--- src/rtl/spi_len_pkg.sv ---
package spi_len_pkg;

  localparam int WORD_W = 32;
  localparam int IDX_W  = $clog2(WORD_W);
  localparam int CS_N   = 8;
  localparam int DIV_W  = 12;
  localparam int CFG_W  = 17;

  typedef struct packed {
    logic            irq_en;
    logic [1:0]      len;
    logic            lsb_first;
    logic [2:0]      div_sel;
    logic            cpol;
    logic            en;
    logic [CS_N-1:0] sel;
  } spi_cfg_t;

  // Last bit index of a transfer: (len+1)*8-1.
  function automatic logic [IDX_W-1:0] last_index(input logic [1:0] len);
    return {len, 3'b111};
  endfunction

  // Half-period length minus one for each divider code.
  function automatic logic [DIV_W-1:0] div_limit(input logic [2:0] code);
    int sh;
    case (code)
      3'd0:    sh = 1;
      3'd1:    sh = 2;
      3'd2:    sh = 3;
      3'd3:    sh = 6;
      3'd4:    sh = 7;
      3'd5:    sh = 10;
      3'd6:    sh = 11;
      default: sh = 12;
    endcase
    return DIV_W'((1 << sh) - 1);
  endfunction

endpackage

--- src/rtl/spi_len_rst_sync.sv ---
module spi_len_rst_sync #(
  parameter int STAGES = 2
) (
  input  logic clk,
  input  logic rst_n,
  output logic rst_sync_n
);

  logic [STAGES-1:0] chain_q;

  always_ff @(posedge clk or negedge rst_n) begin
    if (!rst_n) chain_q <= '0;
    else        chain_q <= {chain_q[STAGES-2:0], 1'b1};
  end

  assign rst_sync_n = chain_q[STAGES-1];

endmodule

--- src/rtl/spi_len_prescaler.sv ---
module spi_len_prescaler
  import spi_len_pkg::*;
(
  input  logic       clk,
  input  logic       rst_n,
  input  logic       run_i,
  input  logic [2:0] code_i,
  output logic       tick_o
);

  logic [DIV_W-1:0] cnt_q, cnt_d;
  logic [DIV_W-1:0] limit;
  logic             cnt_en;

  always_comb begin
    limit  = div_limit(code_i);
    tick_o = run_i && (cnt_q == limit);
    cnt_en = run_i || (cnt_q != '0);
    if (!run_i || tick_o) cnt_d = '0;
    else                  cnt_d = cnt_q + 1'b1;
  end

  always_ff @(posedge clk or negedge rst_n) begin
    if (!rst_n)      cnt_q <= '0;
    else if (cnt_en) cnt_q <= cnt_d;
  end

  // Smallest divider is 2, so two ticks never touch.
  AST_TICK_SPACING: assert property (@(posedge clk) disable iff (!rst_n)
    tick_o |=> !tick_o);

endmodule

--- src/rtl/spi_len_engine.sv ---
module spi_len_engine
  import spi_len_pkg::*;
(
  input  logic              clk,
  input  logic              rst_n,
  input  logic              start_i,
  input  logic [WORD_W-1:0] word_i,
  input  logic [1:0]        len_i,
  input  logic              lsb_first_i,
  input  logic              tick_i,
  input  logic              miso_i,
  output logic              busy_o,
  output logic              done_o,
  output logic              active_o,
  output logic              mosi_o,
  output logic [WORD_W-1:0] rx_o
);

  logic              busy_q, busy_d;
  logic              act_q, act_d;
  logic [IDX_W-1:0]  idx_q, idx_d;
  logic [IDX_W-1:0]  last_q, last_d;
  logic              lsb_q, lsb_d;
  logic [WORD_W-1:0] tx_q, tx_d;
  logic [WORD_W-1:0] rx_q, rx_d;
  logic              mosi_q, mosi_d;
  logic [IDX_W-1:0]  pos;
  logic              upd;

  always_comb begin
    busy_d = busy_q;
    act_d  = act_q;
    idx_d  = idx_q;
    last_d = last_q;
    lsb_d  = lsb_q;
    tx_d   = tx_q;
    rx_d   = rx_q;
    mosi_d = mosi_q;
    done_o = 1'b0;
    pos    = lsb_q ? idx_q : (last_q - idx_q);
    upd    = (!busy_q && start_i) || (busy_q && tick_i);
    if (!busy_q) begin
      if (start_i) begin
        busy_d = 1'b1;
        act_d  = 1'b0;
        idx_d  = '0;
        last_d = last_index(len_i);
        lsb_d  = lsb_first_i;
        tx_d   = word_i;
        rx_d   = '0;
      end
    end else if (tick_i) begin
      if (!act_q) begin
        act_d  = 1'b1;
        mosi_d = tx_q[pos];
      end else begin
        act_d     = 1'b0;
        rx_d[pos] = miso_i;
        if (idx_q == last_q) begin
          busy_d = 1'b0;
          done_o = 1'b1;
        end else begin
          idx_d = idx_q + 1'b1;
        end
      end
    end
  end

  always_ff @(posedge clk or negedge rst_n) begin
    if (!rst_n) begin
      busy_q <= 1'b0;
      act_q  <= 1'b0;
      idx_q  <= '0;
      last_q <= '0;
      lsb_q  <= 1'b0;
      tx_q   <= '0;
      rx_q   <= '0;
      mosi_q <= 1'b0;
    end else if (upd) begin
      busy_q <= busy_d;
      act_q  <= act_d;
      idx_q  <= idx_d;
      last_q <= last_d;
      lsb_q  <= lsb_d;
      tx_q   <= tx_d;
      rx_q   <= rx_d;
      mosi_q <= mosi_d;
    end
  end

  assign busy_o   = busy_q;
  assign active_o = act_q;
  assign mosi_o   = mosi_q;
  assign rx_o     = rx_q;

  AST_NO_RESTART: assert property (@(posedge clk) disable iff (!rst_n)
    (busy_q && start_i) |=> ($stable(tx_q) && $stable(last_q)));
  AST_IDLE_NO_EDGE: assert property (@(posedge clk) disable iff (!rst_n)
    !busy_q |-> !act_q);
  AST_RX_UPPER_ZERO: assert property (@(posedge clk) disable iff (!rst_n)
    (!busy_q && last_q == 5'd7) |-> (rx_q[WORD_W-1:8] == '0));

endmodule

--- src/rtl/spi_len_master.sv ---
module spi_len_master
  import spi_len_pkg::*;
(
  input  logic        clk,
  input  logic        rst_n,
  input  logic        ctrl_we,
  input  logic        data_we,
  input  logic [31:0] wdata,
  output logic [31:0] ctrl_rd,
  output logic [31:0] data_rd,
  input  logic        miso,
  output logic        sclk,
  output logic        mosi,
  output logic [7:0]  cs_n,
  output logic        irq
);

  logic     rst_s_n;
  spi_cfg_t cfg_q, cfg_d;
  logic     irq_q, irq_d;
  logic     start, tick, busy, done, active;

  spi_len_rst_sync #(.STAGES(2)) rst_i (
    .clk        (clk),
    .rst_n      (rst_n),
    .rst_sync_n (rst_s_n)
  );

  always_comb begin
    cfg_d = spi_cfg_t'(wdata[CFG_W-1:0]);
    start = data_we && cfg_q.en;
    irq_d = done && cfg_q.irq_en;
  end

  always_ff @(posedge clk or negedge rst_s_n) begin
    if (!rst_s_n)     cfg_q <= '0;
    else if (ctrl_we) cfg_q <= cfg_d;
  end

  always_ff @(posedge clk or negedge rst_s_n) begin
    if (!rst_s_n) irq_q <= 1'b0;
    else          irq_q <= irq_d;
  end

  spi_len_prescaler div_i (
    .clk    (clk),
    .rst_n  (rst_s_n),
    .run_i  (busy),
    .code_i (cfg_q.div_sel),
    .tick_o (tick)
  );

  spi_len_engine eng_i (
    .clk         (clk),
    .rst_n       (rst_s_n),
    .start_i     (start),
    .word_i      (wdata),
    .len_i       (cfg_q.len),
    .lsb_first_i (cfg_q.lsb_first),
    .tick_i      (tick),
    .miso_i      (miso),
    .busy_o      (busy),
    .done_o      (done),
    .active_o    (active),
    .mosi_o      (mosi),
    .rx_o        (data_rd)
  );

  assign sclk    = cfg_q.cpol ^ active;
  assign cs_n    = ~cfg_q.sel;
  assign irq     = irq_q;
  assign ctrl_rd = {busy, {(31-CFG_W){1'b0}}, cfg_q};

  AST_IRQ_SINGLE: assert property (@(posedge clk) disable iff (!rst_s_n)
    irq |=> !irq);
  AST_IRQ_ON_FALL: assert property (@(posedge clk) disable iff (!rst_s_n)
    irq |-> (!busy && $past(busy)));
  AST_IDLE_LEVEL: assert property (@(posedge clk) disable iff (!rst_s_n)
    !busy |-> (sclk == cfg_q.cpol));

endmodule

--- config.mk ---
export PLATFORM = sky130hd
export DESIGN_NAME = spi_len_master
export DESIGN_NICKNAME = d
export VERILOG_FILES = /design/src/rtl/spi_len_pkg.sv /design/src/rtl/spi_len_rst_sync.sv /design/src/rtl/spi_len_prescaler.sv /design/src/rtl/spi_len_engine.sv /design/src/rtl/spi_len_master.sv
export SDC_FILE = /design/constraint.sdc
export NUM_CORES = 1
export LEC_CHECK = 0
export ABC_AREA = 1
export ABC_CLOCK_PERIOD_IN_PS = 4600
export BUFFER_PORTS_ARGS = -buffer_cell sky130_fd_sc_hd__buf_2
export CORE_AREA = 10 10 136 101
export CTS_BUF_LIST = sky130_fd_sc_hd__clkbuf_8
export DETAILED_ROUTE_END_ITERATION = 7
export DIE_AREA = 0 0 146 111
export HOLD_SLACK_MARGIN = 0.06
export PLACE_DENSITY = 0.84
export RECOVER_POWER = 50
export SYNTH_ARGS = -nofsm -noshare
export SYNTH_HDL_FRONTEND = slang
export SYNTH_HIERARCHICAL = 1
export SYNTH_SLANG_ARGS = --single-unit
--- constraint.sdc ---
create_clock -name clk -period 4.6 [get_ports clk]
set_input_delay 0.23 -clock clk [delete_from_list [all_inputs] [get_ports clk]]
set_output_delay 0.23 -clock clk [all_outputs]
set_load 0.03 [all_outputs]
==> results of run 1 <==
==> registers in the layout (all words and copies together) (netlist names) <==
name,count
eng_i/lsb_q,1
eng_i/mosi_o,1
eng_i/idx_q,5
eng_i/active_o,1
irq,1
eng_i/rx_o,32
div_i/cnt_q,12
eng_i/busy_o,1
rst_i/chain_q,2
eng_i/last_q,3
ctrl_rd,17
eng_i/tx_q,32
==> layout by cell type (no fill, tap or decap), types with 2 or more instances in the layout <==
master	instances
conb_1	16
xnor2_1	2
xor2_1	7
nor2_8	2
buf_2	36
o21ai_1	2
nand3_2	7
clkbuf_1	61
buf_4	4
nor2_1	16
nor2_4	8
dlygate4sd3_1	33
inv_2	8
nand2_2	14
nand2_8	3
nor2_2	14
o31ai_1	2
inv_8	3
clkbuf_8	9
dfrtp_1	108
nand4_1	67
clkinv_8	2
nand3_1	43
ha_1	8
nand2_4	7
clkinvlp_4	2
a21oi_1	6
nor3_1	2
inv_1	39
o21ai_0	8
nand2_1	412
==> layer usage <==
layer / track usage [%] / vias to the layer above
met5: 0 / -
met2: 31.48 / 203
li1: - / 2905
met1: 27.34 / 2748
met4: 4.524 / 0
met3: 4.486 / 16
==> power breakdown <==
group	total [mW]	leakage [nW]	switching [mW]	internal (mW)
clock	0.629	0.103	0.364	0.265
sequential	1.36	1.40	0.201	1.16
combinational	2.13	2.32	1.55	0.576
==> kinds of logic after synthesis <==
group	synth area share (%)
simple gates	43.81
compound gates	1.710
fa+ha+maj	1.866
flops	41.98
buf+inv	9.232
xor+xnor	1.225
other cells	0.1749
==> worst max-delay path: cells and delay by family (launching register included) <==
kind	cells	cell delay, ns
flip-flops	1	0.41
AND/OR/NAND/NOR	3	0.42
AO/OA/AOI/OAI	1	0.11
buffers and inverters	3	2.26
==> metrics by stage <==
stage | setup slack [ns] | hold WS, ns | utilization [%]
final | 1.233 | 0.1255 | 64.64
after global routing | 0.9469 | 0.1419 | 64.64
after CTS | 1.485 | 0.1092 | 65.38
after detailed placement | 1.531 | 0.01781 | 60.48
after global placement | 1.602 | 0.01602 | 60.48
after floorplan | 1.369 | -0.06559 | -
==> timing repair <==
item                      in CTS  in global routing
hold endpoints to repair      46                  0
hold buffers                  33                  0
gates resized for setup        0                  0
==> final cells by class <==
type / count / share of cell area (%)
clock inverter: 7 / 1.340
multi-input combinational: 654 / 43.77
sequential: 108 / 37.09
clock buffer: 9 / 1.700
timing repair buffer: 135 / 10.61
inverter: 50 / 2.782
tap: 157 / 2.696
==> worst min path at each step <==
stage	endpoint	depth (start not counted)	start
after floorplan	rst_i/chain_q[0]$_DFF_PN0_	0	rst_n
after global placement	rst_i/chain_q[0]$_DFF_PN0_	1	rst_n
after detailed placement	rst_i/chain_q[0]$_DFF_PN0_	1	rst_n
after CTS	rst_i/chain_q[1]$_DFF_PN0_	2	rst_n
after global routing	rst_i/chain_q[0]$_DFF_PN0_	2	rst_n
final	rst_i/chain_q[0]$_DFF_PN0_	2	rst_n
==> metrics.csv, run 1 <==
metric;value;unit
violations;capacitance limit, slew limit;
grt_max_degree;73;
place.gp.congestion;0.8927;
dpl.cell_count;1071;
max_freq;297.0;MHz
drt-total-wl;16.28;mm
crit_top_cell;nand2_1;
port_buffers;97;
start_util;57.11;%
r2r_end;eng_i/lsb_q$_DFFE_PN0P_;
clk_latency;0.40;ns
cts_root_buffer;clkbuf_8;
num_rows;33;
endpoint;eng_i/lsb_q$_DFFE_PN0P_;
period_share;73.20;%
cts_setup_buffers;0;
worst_pin_slew;2.942;ns
yosysMostFrequentCell;nand2_1;
drc;0;
yosysSeqAreaShare;41.98;%
wl_met2;7.622;mm
worstPathRequired;4.84;ns
rsz0062_at_grt;no;
grt_pass1_wl;27.53;mm
rrSetupSlack;1.23;ns
yosysUniqueCellTypes;40;
die_area;16210;um^2
overflow;0;
clock_sink_count;108;
drv_cap;2;
crit_path_max_fanout;38;
finalHoldViolations;0;
p_per_area;564.3;nW/um^2
syn_to_final_growth;13.18;%
via_per_inst;5.243;
synthesis.area;6437;um^2
worst_path_max_delay_cell;clkbuf_1;
synth_cells;852;
min_path_type;input port to async pin;
num-fill-cells;978;
cts_made_buffers;9;
place_area;6818;um^2
wl_per_cell;14.53;um
worstPathCellList;nand2_1, inv_1, nand2_1, clkbuf_1, inv_1, nand2_1, o21ai_0;
die_h;111;um
critPathLaunch;ctrl_rd[8]$_DFFE_PN0P_;
met3_length;1.077;mm
r2r_start;ctrl_rd[8]$_DFFE_PN0P_;
yosys-top-cells-count;nand2_1, dfrtp_1, nand4_1, nand3_1, inv_1;
ys_ff_latch;108;
setup-violations-final;0;
ys_async_sr_fraction;100.0;%
fin_crit;3.367;ns
ys_warn_count;6;
p_leak;3.827;nW
coreArea;11270;um^2
drtIter0Drc;531;
clock_skew;0.01743;ns
antennaDiodeCount;0;
path_class;register to register;
seq_area;2703;um^2
critical_path.startpoint_type;register;
path_clk_slew;0.12;ns
drtPass1Iterations;5;
finish.net_count;1004;
clk_path_buf_depth;2;
cpPeakStageDelay;1.19;ns
max_slew_margin;-96.12;%
h-tree-depth;3;
ir_worst_vdd;0.3014;mV
finish.instance_area;7286;um^2
num_vias;5872;
route.layer.met1.wl;7.411;mm
grt_use_total;19.95;%
synthTopCellsByArea;dfrtp_1, nand2_1, nand4_1, nand3_1, buf_4;
synth_top_area_share;41.98;%
cts_tree;done;
tns;0;ns
io-pin-count;112;
grt_antenna_before_repair;0;
stdcell_count;1120;
p_total;4.111;mW
status;finished, violations left;
syn_avg_cell_area;7.556;um^2
top_layer_used;met4;
endpoint_kind;register;
final_antenna_net_count;0;
drv_slew;112;
synthFlopType;dfrtp_1;
dp_hpwl;10.93;mm
synth_edf_count;0;
dieWidth;146;um
synth_largest_area_cell;dfrtp_1;
drive_gt1_share;12.98;%
multi_input_area;3189;um^2
r2r_cells;7;
crit_arrival;3.61;ns
grt_pass1_vias;5483;
No activity file was read; power rests on OpenSTA's default activity.
==> run 2: changes to the inputs <==
ABC_AREA = 0   (was 1)
ABC_CLOCK_PERIOD_IN_PS = 2900   (was 4600)
CORE_AREA = 10 10 138 102   (was 10 10 136 101)
DIE_AREA = 0 0 148 112   (was 0 0 146 111)
PLACE_DENSITY = 0.8   (was 0.84)
clock period = 2.9 ns   (was 4.6 ns; I/O delays follow)
==> metrics.csv, run 2 <==
metric;value;unit
status;finished, violations left;
violations;setup timing;
synth_cells;598;
p_seq_share;36.6;%
final_antenna_net_count;0;
layout_commonest_cell;nand2_1;
die_area;16580;um^2
grt_antenna_before_repair;0;
drv_slew;0;
cts_tree;done;
path_clk_slew;0.12;ns
dieWidth;148;um
max_freq;334.7;MHz
syn_to_final_growth;22.03;%
clock_sink_count;108;
worstPathRequired;3.18;ns
via_per_inst;5.731;
place.gp.congestion;0.9013;
period_share;103.0;%
drtPass1Iterations;6;
yosysSeqAreaShare;46.14;%
fin_crit;2.987;ns
num_vias;5112;
fin_util;62.26;%
yosysMostFrequentCell;nand2_1;
start_util;51.02;%
clk_path_buf_depth;2;
setup-violations-final;13;
cts_made_buffers;9;
syn_avg_cell_area;9.794;um^2
grt_pass1_vias;5028;
p_leak;3.223;nW
crit_arrival;3.27;ns
synth_top_area_share;46.14;%
dp_hpwl;11.08;mm
drv_cap;0;
grt_max_degree;59;
synthFlopType;dfrtp_1;
io-pin-count;112;
crit_path_max_fanout;13;
drc;0;
p_int;3.101;mW
critical_path.startpoint_type;register;
yosysUniqueCellTypes;73;
wl_per_cell;18.31;um
ir_worst_vdd;0.3658;mV
endpoint_kind;register;
die_h;112;um
sw_frac_of_total;44.04;%
setup_slack;-0.08741;ns
finish.instance_area;7147;um^2
synth_largest_area_cell;dfrtp_1;
coreArea;11480;um^2
layout_common_cells;nand2_1, dfrtp_1, clkbuf_1, buf_2, dlygate4sd3_1;
port_buffers;97;
finish.net_count;776;
drtIter0Drc;453;
rsz0062_at_grt;yes;
dpl.cell_count;839;
stdcell_count;892;
yosys-top-cells-count;nand2_1, dfrtp_1, nor2_1, nand3_1, inv_1;
p_switching;2.441;mW
finalHoldViolations;0;
ys_warn_count;6;
h-tree-depth;3;
overflow;0;
max_slew_margin;49.43;%
drive_gt1_share;21.77;%
grt_use_total;18.65;%
worst_pin_slew;0.7586;ns
synthesis.area;5857;um^2
rrSetupSlack;-0.09;ns
cts_root_buffer;clkbuf_8;
clock_skew;0.01218;ns
ys_ff_latch;108;
grt_pass1_wl;25.84;mm
synth_edf_count;0;
place_area;6538;um^2
antennaDiodeCount;0;
ys_async_sr_fraction;100.0;%
drt-total-wl;16.33;mm
min_path_type;input port to register;
path_class;register to register;
p_clk_share;17.0;%
pwr-share-comb;46.4;%
num_rows;33;
p_per_area;775.4;nW/um^2
clk_latency;0.39;ns
synthTopCellsByArea;dfrtp_1, nand2_1, mux2_4, buf_4, mux4_2;
## run 2: cell types whose count changed in the layout (fill, tap and decap cells not counted), sizes merged, moves of 13 or more
cell and change:
nand2 -297, nand4 -64, buf +36, inv -27, nand3 -26, mux2 +20, a32o +13
## run 2: layer usage
metal / GRT usage [%] / vias to the layer above / part of all wire [%]
met3: 5.461 / 36 / 8.2
met4: 5.270 / 0 / 1.8
met2: 29.30 / 226 / 47
met1: 24.47 / 2518 / 43
met5: 0 / - / 0
li1: - / 2332 / -
## run 2: power groups by stage
stage	clock network, mW	registers (mW)	logic, mW
after floorplan	0	2.01	1.80
after global routing	1.02	2.07	2.76
after detailed placement	0	2.04	2.36
after global placement	0	2.02	2.28
after CTS	0.970	2.01	2.44
final	0.943	2.03	2.57
## run 2: path summary, 6_finish.rpt
kind,from,endpoint,cells after the start
setup / recovery,ctrl_rd[11]$_DFFE_PN0P_,eng_i/rx_o[17]$_DFFE_PN0P_,13
hold / removal,miso,eng_i/rx_o[19]$_DFFE_PN0P_,4
setup reg to reg,ctrl_rd[11]$_DFFE_PN0P_,eng_i/rx_o[17]$_DFFE_PN0P_,13
hold reg to reg,rst_i/chain_q[0]$_DFF_PN0_,rst_i/chain_q[1]$_DFF_PN0_,0
max in group asynchronous,rst_i/chain_q[1]$_DFF_PN0_,eng_i/rx_o[25]$_DFFE_PN0P_,1
min in group asynchronous,rst_i/chain_q[1]$_DFF_PN0_,ctrl_rd[3]$_DFFE_PN0P_,0
## run 2: through the flow
| step | power, mW | TNS, ns | hold WS (ns) | setup WS, ns |
|---|---|---|---|---|
| floorplan | 3.807 | 0 | -0.1506 | 0.2684 |
| global placement | 4.301 | 0 | -0.07024 | 0.08003 |
| detailed placement | 4.401 | -0.04771 | -0.06939 | -0.04771 |
| CTS | 5.419 | 0 | 0.2161 | 0.001026 |
| global route | 5.855 | -4.850 | 0.2583 | -0.2377 |
| finish | 5.542 | -0.3586 | 0.2447 | -0.08741 |
## run 2: worst max-delay path: stages, from the launching register on
cell	delay [ns]
dfrtp_2	0.45
nor3_4	0.21
inv_2	0.07
ha_4	0.21
nor3_2	0.18
o21ai_0	0.08
and4_1	0.18
nor4_1	0.32
and2_1	0.24
and3_4	0.25
nor2_4	0.07
buf_4	0.21
nor4_2	0.29
o22ai_1	0.12
## run 2: layout make-up
cell class,count,area (um^2)
Multi-Input combinational cell,430,2950
Inverter,20,75.07
Timing Repair Buffer,161,1012
Fill cell,960,4332
Clock inverter,6,65.06
Sequential cell,108,2710
Tap cell,157,196.4
Clock buffer,10,137.6
## run 2: repair_timing
item | 4_1_cts | 5_1_grt
hold buffers | 34 | 0
setup endpoints to repair | 18 | 36
setup buffers | 1 | 2
endpoints found under the hold margin | 51 | 0
pin swaps | 2 | 6
gates resized for setup | 2 | 27
## run 2: kinds of logic (layout without fill, tap and decap cells)
logic type | count (synthesis) | in the layout | synth area share (%)
and+or+nand+nor | 254 | 254 | 20.32
buffers and inverters | 73 | 197 | 7.071
other | 3 | 16 | 0.1923
adders and majority gates | 9 | 9 | 2.051
xor gates and xnor gates | 21 | 21 | 3.140
DFF | 108 | 108 | 46.14
AOI/OAI and AO/OA | 97 | 97 | 13.03
muxes | 33 | 33 | 8.054
